===== config.mk =====
export PLATFORM = sky130hd
export DESIGN_NAME = perr_reporter
export DESIGN_NICKNAME = d
export VERILOG_FILES = /design/src/rtl/perr_pkg.sv /design/src/rtl/perr_counter.sv /design/src/rtl/perr_status_bit.sv /design/src/rtl/perr_msg_gate.sv /design/src/rtl/perr_reporter.sv
export SDC_FILE = /design/constraint.sdc
export NUM_CORES = 1
export LEC_CHECK = 0
export BUFFER_PORTS_ARGS = -buffer_cell sky130_fd_sc_hd__buf_2
export CAP_MARGIN = 20
export CORE_AREA = 2 2 40 42
export DETAILED_ROUTE_END_ITERATION = 10
export DIE_AREA = 0 0 42 44
export MAX_ROUTING_LAYER = met4
export PLACE_DENSITY = 0.65
export SLEW_MARGIN = 10
export SYNTH_ARGS = -nofsm -noshare
export SYNTH_HDL_FRONTEND = slang
export SYNTH_SLANG_ARGS = --single-unit

===== constraint.sdc =====
create_clock -name clk -period 3.2 [get_ports clk]
set_clock_uncertainty 0.1 [all_clocks]
set_input_delay 0.64 -clock clk [delete_from_list [all_inputs] [get_ports clk]]
set_output_delay 0.64 -clock clk [all_outputs]
set_load 0.01 [all_outputs]

===== src/rtl/perr_pkg.sv =====
package perr_pkg;

    typedef enum logic {
        ROLE_DOWN = 1'b0,
        ROLE_UP   = 1'b1
    } port_role_e;

    localparam int STAT_PRI = 0;
    localparam int STAT_SEC = 1;
    localparam int NUM_STAT = 2;

    typedef struct packed {
        logic       hit;
        logic       loud;
        port_role_e role;
    } perr_evt_t;

    function automatic logic [NUM_STAT-1:0] stat_set_mask(input perr_evt_t e);
        logic [NUM_STAT-1:0] m;
        m = '0;
        if (e.hit && e.loud) begin
            if (e.role == ROLE_UP) m[STAT_SEC] = 1'b1;
            else                   m[STAT_PRI] = 1'b1;
        end
        return m;
    endfunction

endpackage


===== src/rtl/perr_counter.sv =====
module perr_counter #(
    parameter int W = 8
) (
    input  logic         clk,
    input  logic         rst,
    input  logic         inc_i,
    input  logic         clr_i,
    output logic [W-1:0] cnt_o,
    output logic         sat_o
);
    localparam logic [W-1:0] MAX_VAL = {W{1'b1}};
    localparam logic [W-1:0] ONE_VAL = W'(1);

    logic [W-1:0] cnt_q;

    always_ff @(posedge clk) begin
        if (rst) begin
            cnt_q <= '0;
        end else if (clr_i) begin
            cnt_q <= inc_i ? ONE_VAL : '0;
        end else if (inc_i && (cnt_q != MAX_VAL)) begin
            cnt_q <= cnt_q + ONE_VAL;
        end
    end

    assign cnt_o = cnt_q;
    assign sat_o = (cnt_q == MAX_VAL);
endmodule


===== src/rtl/perr_status_bit.sv =====
module perr_status_bit (
    input  logic clk,
    input  logic rst,
    input  logic set_i,
    input  logic clr_i,
    output logic flag_o
);
    logic flag_q;

    always_ff @(posedge clk) begin
        if (rst)        flag_q <= 1'b0;
        else if (set_i) flag_q <= 1'b1;
        else if (clr_i) flag_q <= 1'b0;
    end

    assign flag_o = flag_q;
endmodule


===== src/rtl/perr_msg_gate.sv =====
module perr_msg_gate
    import perr_pkg::*;
(
    input  logic      clk,
    input  logic      rst,
    input  perr_evt_t evt_i,
    input  logic      msg_en_i,
    input  logic      sat_i,
    output logic      req_o
);
    logic req_q;

    always_ff @(posedge clk) begin
        if (rst) req_q <= 1'b0;
        else     req_q <= evt_i.hit && evt_i.loud && msg_en_i && !sat_i;
    end

    assign req_o = req_q;
endmodule


===== src/rtl/perr_reporter.sv =====
module perr_reporter
    import perr_pkg::*;
#(
    parameter int CNT_W = 8
) (
    input  logic             clk,
    input  logic             rst,
    input  logic             perr_i,
    input  logic             upstream_i,
    input  logic             silent_i,
    input  logic             msg_en_i,
    input  logic             cnt_rd_i,
    input  logic             pri_clr_i,
    input  logic             sec_clr_i,
    output logic [CNT_W-1:0] err_cnt_o,
    output logic             pri_dpe_o,
    output logic             sec_dpe_o,
    output logic             msg_req_o
);
    perr_evt_t           evt;
    logic                sat;
    logic [NUM_STAT-1:0] set_mask;
    logic [NUM_STAT-1:0] clr_vec;
    logic [NUM_STAT-1:0] flags;

    always_comb begin
        evt.hit  = perr_i;
        evt.loud = !silent_i;
        evt.role = upstream_i ? ROLE_UP : ROLE_DOWN;
    end

    assign set_mask          = stat_set_mask(evt);
    assign clr_vec[STAT_PRI] = pri_clr_i;
    assign clr_vec[STAT_SEC] = sec_clr_i;

    perr_counter #(.W(CNT_W)) u_cnt (
        .clk   (clk),
        .rst   (rst),
        .inc_i (evt.hit),
        .clr_i (cnt_rd_i),
        .cnt_o (err_cnt_o),
        .sat_o (sat)
    );

    for (genvar i = 0; i < NUM_STAT; i++) begin : g_stat
        perr_status_bit u_bit (
            .clk    (clk),
            .rst    (rst),
            .set_i  (set_mask[i]),
            .clr_i  (clr_vec[i]),
            .flag_o (flags[i])
        );
    end

    assign pri_dpe_o = flags[STAT_PRI];
    assign sec_dpe_o = flags[STAT_SEC];

    perr_msg_gate u_msg (
        .clk      (clk),
        .rst      (rst),
        .evt_i    (evt),
        .msg_en_i (msg_en_i),
        .sat_i    (sat),
        .req_o    (msg_req_o)
    );
endmodule


==> results of run 1 <==
==> report_power, final <==
part | total, mW | internal [mW] | switching, mW | leakage [nW]
clock | 0.0947 | 0.0481 | 0.0466 | 0.0150
sequential | 0.142 | 0.140 | 0.00259 | 0.0892
combinational | 0.0227 | 0.0106 | 0.0121 | 0.181
==> sequential cells by signal (all words and copies together), names as in the netlist <==
name                 cells
u_cnt.cnt_o              8
g_stat.u_bit.flag_o      2
u_msg.req_o              1
==> kinds of logic after synthesis <==
family                     Yosys count  share of synthesized area (%)
muxes                                2                           3.66
buffers and inverters                2                           1.37
adders and majority gates            1                           2.29
AOI/OAI and AO/OA                   15                           15.3
DFF                                 11                           40.3
and+or+nand+nor                     31                           37.1
==> final cells by class <==
class | count | area [um^2]
inverters | 1 | 3.75
fillers | 129 | 734
well taps | 16 | 20.0
repair buffers | 19 | 95.1
flip-flops and latches | 11 | 220
multi-input cells | 49 | 319
clock buffers | 4 | 26.3
==> cells in the mapped netlist, types with 2 or more instances <==
master,number,share of area [%]
nor4_1,2,2.3
a21oi_1,5,4.6
o21ai_0,4,3.7
a31oi_1,4,4.6
mux2i_1,2,3.7
nor2b_1,2,2.3
nor2_1,2,1.4
nand3_1,4,3.7
and4_1,2,3.2
nand2_1,6,4.1
dfxtp_1,11,40
nand2b_1,2,2.3
and4_2,2,3.7
==> path summary, 6_finish.rpt <==
path,start,endpoint,slack [ns]
worst max-delay path,u_cnt.cnt_o[0],u_cnt.cnt_o[0],1.44
worst min-delay path,g_stat[1].u_bit.flag_o,g_stat[1].u_bit.flag_o,0.37
worst max register to register,u_cnt.cnt_o[0],u_cnt.cnt_o[0],1.44
worst min register to register,g_stat[1].u_bit.flag_o,g_stat[1].u_bit.flag_o,0.37
==> metal layers <==
layer,GRT usage [%],share of wire (%),routed length [um]
met2,20.0,44,532
met3,3.75,6.2,75
met5,-,0,0
met1,18.5,48,581
met4,9.68,1.5,18
==> tightest hold or removal path, delay by kind of cell, from the launching register on <==
kind | cells | cell delay (ns)
flip-flops | 1 | 0.31
AO/OA/AOI/OAI | 1 | 0.05
AND/OR/NAND/NOR | 1 | 0.06
==> results.ini, run 1 <==
[yosys]
syn-num-nets = 72
synth_flop_cell = dfxtp_1
synthesis.area_um2 = 547
synth_edf_count = 0
syn_inst = 62
yosysUniqueCellTypes = 27
async_reset_ff_share_pct = 0
synth.avg_cell_area_um2 = 8.82
yosysWarnings = 0
synth_seq_cells = 11
seq_area_frac_synth_pct = 40.3

[critical_path]
max_stage_delay_ns = 0.50
path_max_fanout = 7
cp.depth = 4
crit_arrival_ns = 1.84
r2r_cells = 4
crit_type = reg2reg
cp.required_ns = 3.29
cp_cell_sequence = ha_1 > nand3_1 > or4b_1 > a31oi_1
slowest_stage = or4b_1
worstSetupEndpointType = register
critPathBufInv = 0
crit_path_start_kind = register
critPathTopFamily = simple AND/OR/NAND/NOR gates

[die]
core_area_mm2 = 0.00142
fp.dieW_um = 42
start_util_pct = 38.5
fp.dieH_um = 44
rows = 14
io_pins = 20
die-area_mm2 = 0.00185

[sta]
rsz0062_at_grt = false
hold_viol_final = 0
tns_ns = 0
fmax_mhz = 569
fin_crit_ns = 1.76
drv_slew = 0
setup_viol = 0
fin_crit_sh_pct = 54.9
hold_ws_ns = 0.368
worstMarginPinSlew_ns = 0.391
maxSlewHeadroom_pct = 73.8
finalWorstSetupSlack_ns = 1.44

[clocking]
cts_hold_buffers = 0
clkLatencyLatePin_ns = 0.26
clock-sinks = 11
cts_tree = yes
root_buffer = clkbuf_4
htree_levels = 1
postCtsSetupBuffers = 0
cts_buffer_depth = 2
numCtsBuffers = 3
clk_pin_slew_worst_paths_ns = 0.07
cts_resized = 0

[route]
num_vias = 564
totalWireLength_mm = 1.21
drtIter0Drc = 7
routedWlPerCell_um = 12.1
drt-pass1-iter-count = 4
drtAntennaViolNets = 0
drc = 0
viasPerCell = 5.64

[placed_design]
place_congestion = 0.830
io_buffers = 19
hpwl_um = 881
post-place-ws_ns = 1.49
dp_cells = 96
dpl_cell_area_um2 = 658

[global_route]
grt-ovfl-total = 0
grt_first_pass_wirelength_mm = 1.96
globalRouteTotalUtil_pct = 14.5
grt_start_max_net_pins = 12
antenna_found_initial = 0
grt_pass1_vias = 474

[worst_hold_path]
hp-class = reg2reg
hold_path_depth = 2

[layout]
areaGrowthSynthToFinish_pct = 25.2
final_util_pct = 48.2
layoutNonFillerInstCount = 100
diodes = 0
layout_commonest_cell = buf_2
finalNetCount = 95
drive_gt1_share_pct = 29.8
stdcell_area_um2 = 684
most-common-layout-cells = buf_2, dfxtp_1, nand2_1

[job]
max-cap-violations = 0

[pwr]
vdd_ir_drop_max_uv = 208
power.density_mw_per_mm2 = 379
finalPower_mw = 0.260
total_leakage_power_nw = 0.285

[outcome]
outcome = finished, final reports clean

No activity file was read; power rests on OpenSTA's default activity.
==> inputs of run 2 (changes only) <==
- clock period: 3.2 -> 1.66 ns (I/O delays scaled with it)
==> run 2 against run 1 <==
Effect of this change: die area unchanged; power increased by 95%; setup slack got worse by 1.3 ns; core utilization up 1.6 points; via count up 3.0%; first-iteration DRC count grew to 2.9 times the previous value; combinational power increased by 120%; sequential share of layout area fell by 1.0 points; non-clock buffer count grew 3; wire length up 6.0%; largest power group unchanged; highest routed layer unchanged.
==> results.ini, run 2 (same netlist as run 1, synthesis figures left out) <==
[outcome]
outcome = finished, final reports clean  ; unchanged

[clocking]
clk_pin_slew_worst_paths_ns = 0.08  ; was 0.07 ns
htree_levels = 1  ; unchanged
root_buffer = clkbuf_4  ; unchanged
cts_resized = 0  ; unchanged
clock-sinks = 11  ; unchanged
postCtsSetupBuffers = 0  ; unchanged
clkLatencyLatePin_ns = 0.27  ; was 0.26 ns
numCtsBuffers = 3  ; unchanged
cts_tree = yes  ; unchanged
cts_hold_buffers = 0  ; unchanged
cts_buffer_depth = 2  ; unchanged

[die]
fp.dieH_um = 44  ; unchanged
die-area_mm2 = 0.00185  ; unchanged
rows = 14  ; unchanged
io_pins = 20  ; unchanged
fp.dieW_um = 42  ; unchanged
start_util_pct = 38.5  ; unchanged
core_area_mm2 = 0.00142  ; unchanged

[worst_hold_path]
hp-class = in2reg  ; was reg2reg

[layout]
layout_commonest_cell = buf_2  ; unchanged
layoutNonFillerInstCount = 103  ; was 100
final_util_pct = 49.8  ; was 48.2%
nFillCells = 137  ; was 129
drive_gt1_share_pct = 32.2  ; was 29.8%
seq_area_um2 = 220  ; unchanged
multi_input_area_um2 = 319  ; unchanged
finalNetCount = 98  ; was 95
most-common-layout-cells = buf_2, dfxtp_1, nand2_1  ; unchanged
diodes = 0  ; unchanged
areaGrowthSynthToFinish_pct = 29.3  ; was 25.2%
largest_reg_flops = 8  ; unchanged

[critical_path]
max_stage_delay_ns = 0.38  ; was 0.50 ns
slowest_stage = dfxtp_1  ; was or4b_1
crit_arrival_ns = 1.54  ; was 1.84 ns
cp_cell_sequence = ha_1 > buf_4 > and4_1 > nor4bb_1 > nor4_1  ; was ha_1 > nand3_1 > or4b_1 > a31oi_1
cp.required_ns = 1.70  ; was 3.29 ns
crit_path_start_kind = register  ; unchanged
path_max_fanout = 6  ; was 7
worstSetupEndpointType = register  ; unchanged
crit_type = reg2reg  ; unchanged

[sta]
hold_viol_final = 0  ; unchanged
fin_crit_sh_pct = 90.4  ; was 54.9%
worstMarginPinSlew_ns = 0.374  ; was 0.391 ns
setup_viol = 0  ; unchanged
tns_ns = 0  ; unchanged
fin_crit_ns = 1.50  ; was 1.76 ns
rsz0062_at_grt = false  ; unchanged
maxSlewHeadroom_pct = 75.0  ; was 73.8%
drv_slew = 0  ; unchanged
fmax_mhz = 666  ; was 569 MHz

[pwr]
comb_power_share_pct = 9.7  ; was 8.7%
power.density_mw_per_mm2 = 715  ; was 379 mW/mm^2
p_int_mw = 0.385  ; was 0.198 mW
total_leakage_power_nw = 0.301  ; was 0.285 nW
switching_power_mw = 0.120  ; was 0.0613 mW
pwr-share-seq_pct = 53.8  ; was 54.8%
clkPwrFrac_pct = 36.5  ; about the same
vdd_ir_drop_max_uv = 302  ; was 208 uV
finalPower_mw = 0.505  ; was 0.260 mW
swShare_pct = 23.8  ; was 23.6%

[placed_design]
dp_cells = 99  ; was 96
place_congestion = 0.833  ; was 0.830
io_buffers = 19  ; unchanged

[route]
drc = 0  ; unchanged
viasPerCell = 5.64  ; about the same
drt-pass1-iter-count = 4  ; unchanged
routedWlPerCell_um = 12.4  ; was 12.1 um
totalWireLength_mm = 1.28  ; was 1.21 mm
drtAntennaViolNets = 0  ; unchanged
drtIter0Drc = 20  ; was 7
num_vias = 581  ; was 564

[global_route]
antenna_found_initial = 0  ; unchanged
grt_first_pass_wirelength_mm = 2.09  ; was 1.96 mm
grt_pass1_vias = 480  ; was 474
grt_start_max_net_pins = 12  ; unchanged
globalRouteTotalUtil_pct = 16.2  ; was 14.5%
grt-ovfl-total = 0  ; unchanged

[job]
max-cap-violations = 0  ; unchanged

[run 2: critical path, delay by kind of cell (launching register included)]
| family | cells | cell delay (ns) |
|---|---|---|
| simple gates | 3 | 0.57 |
| buf+inv | 1 | 0.14 |
| flops | 1 | 0.38 |
| fa+ha+maj | 1 | 0.18 |
[run 2: layout make-up]
| cell class | count | share of cell area [%] |
|---|---|---|
| repair buffers | 22 | 16.6 |
| well taps | 16 | 2.83 |
| inverters | 1 | 0.531 |
| flip-flops and latches | 11 | 31.2 |
| clock buffers | 4 | 3.72 |
| multi-input cells | 49 | 45.1 |
[run 2: power groups by stage]
| stage | Combinational (mW) | Sequential [mW] | Clock, mW |
|---|---|---|---|
| after floorplan | 0.0191 | 0.282 | 0 |
| after global placement | 0.0483 | 0.278 | 0 |
| after detailed placement | 0.0489 | 0.278 | 0 |
| after CTS | 0.0490 | 0.272 | 0.185 |
| after global routing | 0.0546 | 0.273 | 0.202 |
| final | 0.0491 | 0.272 | 0.184 |
[run 2: path summary, 6_finish.rpt]
| path | cells after the start | slack, ns | startpoint | endpoint |
|---|---|---|---|---|
| worst max-delay path | 5 | 0.16 | u_cnt.cnt_o[1] | u_cnt.cnt_o[6] |
| worst min-delay path | 2 | 0.22 | cnt_rd_i | u_cnt.cnt_o[2] |
| worst max register to register | 5 | 0.16 | u_cnt.cnt_o[1] | u_cnt.cnt_o[6] |
| worst min register to register | 2 | 0.37 | g_stat[1].u_bit.flag_o | g_stat[1].u_bit.flag_o |
[run 2: metal layers]
metal / global-route usage [%] / part of all wire [%] / up-vias
met1: 19.3 / 50 / 270
met2: 23.4 / 43 / 15
met4: 9.68 / 1.3 / 0
met3: 5.42 / 5.6 / 2
met5: - / 0 / -
li1: - / - / 294
[run 2: through the flow]
| step | hold slack [ns] | setup WS, ns | instance area [um^2] |
|---|---|---|---|
| 2_1_floorplan | 0.301 | 0.0486 | 547 |
| 3_3_place_gp | 0.357 | 0.219 | 681 |
| 5_1_grt | 0.239 | 0.0440 | 707 |
| 3_5_place_dp | 0.369 | 0.150 | 681 |
| 6_report | 0.221 | 0.159 | 707 |
| 4_1_cts | 0.230 | 0.155 | 707 |
==> inputs of run 3 (changes only) <==
- clock period: 1.66 -> 1.4 ns (I/O delays scaled with it)
==> run 3 against run 2 <==
Effect of this change: combinational power up 31%; clock-buffer cell count unchanged; power up 20%; fmax is 7.8% higher; critical endpoint is now u_cnt.cnt_o[0]; clock power increased by 20%; wire length is 14% higher; hold slack got worse by 0.051 ns.
==> results.ini, run 3 (same netlist as run 1, synthesis figures left out) <==
[global_route]
globalRouteTotalUtil_pct = 17.5  ; was 16.2%
antenna_found_initial = 0  ; unchanged
grt_pass1_vias = 531  ; was 480
grt-ovfl-total = 0  ; unchanged
grt_first_pass_wirelength_mm = 2.30  ; was 2.09 mm
grt_start_max_net_pins = 12  ; unchanged

[layout]
seq_area_um2 = 231  ; was 220 um^2
multi_input_area_um2 = 348  ; was 319 um^2
finalNetCount = 104  ; was 98
layout_commonest_cell = buf_2  ; unchanged
final_util_pct = 55.8  ; was 49.8%
largest_reg_flops = 8  ; unchanged
drive_gt1_share_pct = 46.2  ; was 32.2%
nFillCells = 136  ; was 137
diodes = 0  ; unchanged
areaGrowthSynthToFinish_pct = 44.9  ; was 29.3%
most-common-layout-cells = buf_2, buf_4, nand2_1, dfxtp_1, a21oi_1  ; was buf_2, dfxtp_1, nand2_1

[route]
drtIter0Drc = 7  ; was 20
drc = 0  ; unchanged
totalWireLength_mm = 1.46  ; was 1.28 mm
drtAntennaViolNets = 0  ; unchanged
viasPerCell = 5.49  ; was 5.64
num_vias = 598  ; was 581
drt-pass1-iter-count = 3  ; was 4
routedWlPerCell_um = 13.4  ; was 12.4 um

[clocking]
cts_tree = yes  ; unchanged
clk_pin_slew_worst_paths_ns = 0.08  ; about the same
numCtsBuffers = 3  ; unchanged
cts_buffer_depth = 2  ; unchanged
cts_hold_buffers = 0  ; unchanged
clock-sinks = 11  ; unchanged
htree_levels = 1  ; unchanged
root_buffer = clkbuf_4  ; unchanged
clkLatencyLatePin_ns = 0.26  ; was 0.27 ns

[worst_hold_path]
hp-class = in2reg  ; unchanged
hold_path_depth = 3  ; was 2
worstHoldStart = sec_clr_i  ; was cnt_rd_i

[sta]
fin_crit_sh_pct = 99.5  ; was 90.4%
finalWorstSetupSlack_ns = 0.00725  ; was 0.159 ns
drv_slew = 0  ; unchanged
maxSlewHeadroom_pct = 72.0  ; was 75.0%
worstMarginPinSlew_ns = 0.418  ; was 0.374 ns
fin_crit_ns = 1.39  ; was 1.50 ns
tns_ns = 0  ; unchanged
setup_viol = 0  ; unchanged
hold_ws_ns = 0.171  ; was 0.221 ns
fmax_mhz = 718  ; was 666 MHz
hold_viol_final = 0  ; unchanged

[placed_design]
place_congestion = 0.795  ; was 0.833
io_buffers = 19  ; unchanged
hpwl_um = 992
post-place-ws_ns = 0.0294  ; was 0.150 ns

[pwr]
finalPower_mw = 0.608  ; was 0.505 mW
total_leakage_power_nw = 0.332  ; was 0.301 nW
vdd_ir_drop_max_uv = 485  ; was 302 uV
power.density_mw_per_mm2 = 767  ; was 715 mW/mm^2

[die]
io_pins = 20  ; unchanged
die-area_mm2 = 0.00185  ; unchanged
start_util_pct = 38.5  ; unchanged
core_area_mm2 = 0.00142  ; unchanged
rows = 14  ; unchanged
fp.dieW_um = 42  ; unchanged
fp.dieH_um = 44  ; unchanged

[critical_path]
crit_arrival_ns = 1.48  ; was 1.54 ns
worstSetupEndpointType = register  ; unchanged
path_max_fanout = 8  ; was 6
r2r-start = u_cnt.cnt_o[2]  ; was u_cnt.cnt_o[1]
r2r_cells = 3  ; was 5
cp.required_ns = 1.49  ; was 1.70 ns
crit_type = reg2reg  ; unchanged
worstSetupStartpoint = u_cnt.cnt_o[2]  ; was u_cnt.cnt_o[1]
crit_path_start_kind = register  ; unchanged

[outcome]
outcome = finished, final reports clean  ; unchanged

[job]
max-cap-violations = 0  ; unchanged

## run 3: cell count changes in the layout (fill, tap and decap cells not counted), moves of 2 or more
cell     previous run  this run
dfxtp_4             0         2
dfxtp_2             0         3
buf_4               3         9
dfxtp_1            11         6
## run 3: worst max-delay path, cell delays in order, from the launching register on
cell and delay, ns:
dfxtp_1 0.49, nand3_2 0.12, or4b_1 0.48, a31oi_1 0.13
## run 3: report_power, final
part | switching [mW] | total (mW) | internal (mW)
Combinational | 0.0326 | 0.0645 | 0.0319
Sequential | 0.00451 | 0.322 | 0.317
Clock | 0.111 | 0.221 | 0.110
Total | 0.148 | 0.608 | 0.459
## run 3: path summary, 6_finish.rpt
check / end / slack [ns]
hold reg to reg: g_stat[1].u_bit.flag_o / 0.37
setup / recovery: u_cnt.cnt_o[0] / 0.007
hold / removal: g_stat[1].u_bit.flag_o / 0.17
setup reg to reg: u_cnt.cnt_o[0] / 0.007
## run 3: final cells by class
cell class	instances	share of cell area, %
timing repair buffer	28	20.5
clock buffer	4	3.32
inverter	1	0.474
sequential	11	29.2
tap	16	2.53
multi-input combinational	49	43.9
## run 3: layer usage
| layer | up-vias | track usage (%) | part of all wire, % |
|---|---|---|---|
| met3 | 2 | 3.75 | 2.6 |
| met4 | 0 | 9.03 | 1.0 |
| met2 | 8 | 27.2 | 50 |
| met1 | 285 | 21.4 | 46 |
| met5 | - | - | 0 |
| li1 | 303 | - | - |
## run 3: repair_timing
item                                    4_1_cts  5_1_grt
endpoints found under the setup margin        1        4
buffers inserted                              1        1
resized for setup                             0        3
pin swaps                                     1        1
## run 3: stage by stage
stage          instance area (um^2)  cells
6_report                        792    109
5_1_grt                         792    109
4_1_cts                         773    108
3_5_place_dp                    739    103
3_3_place_gp                    739    103
2_1_floorplan                   576     62
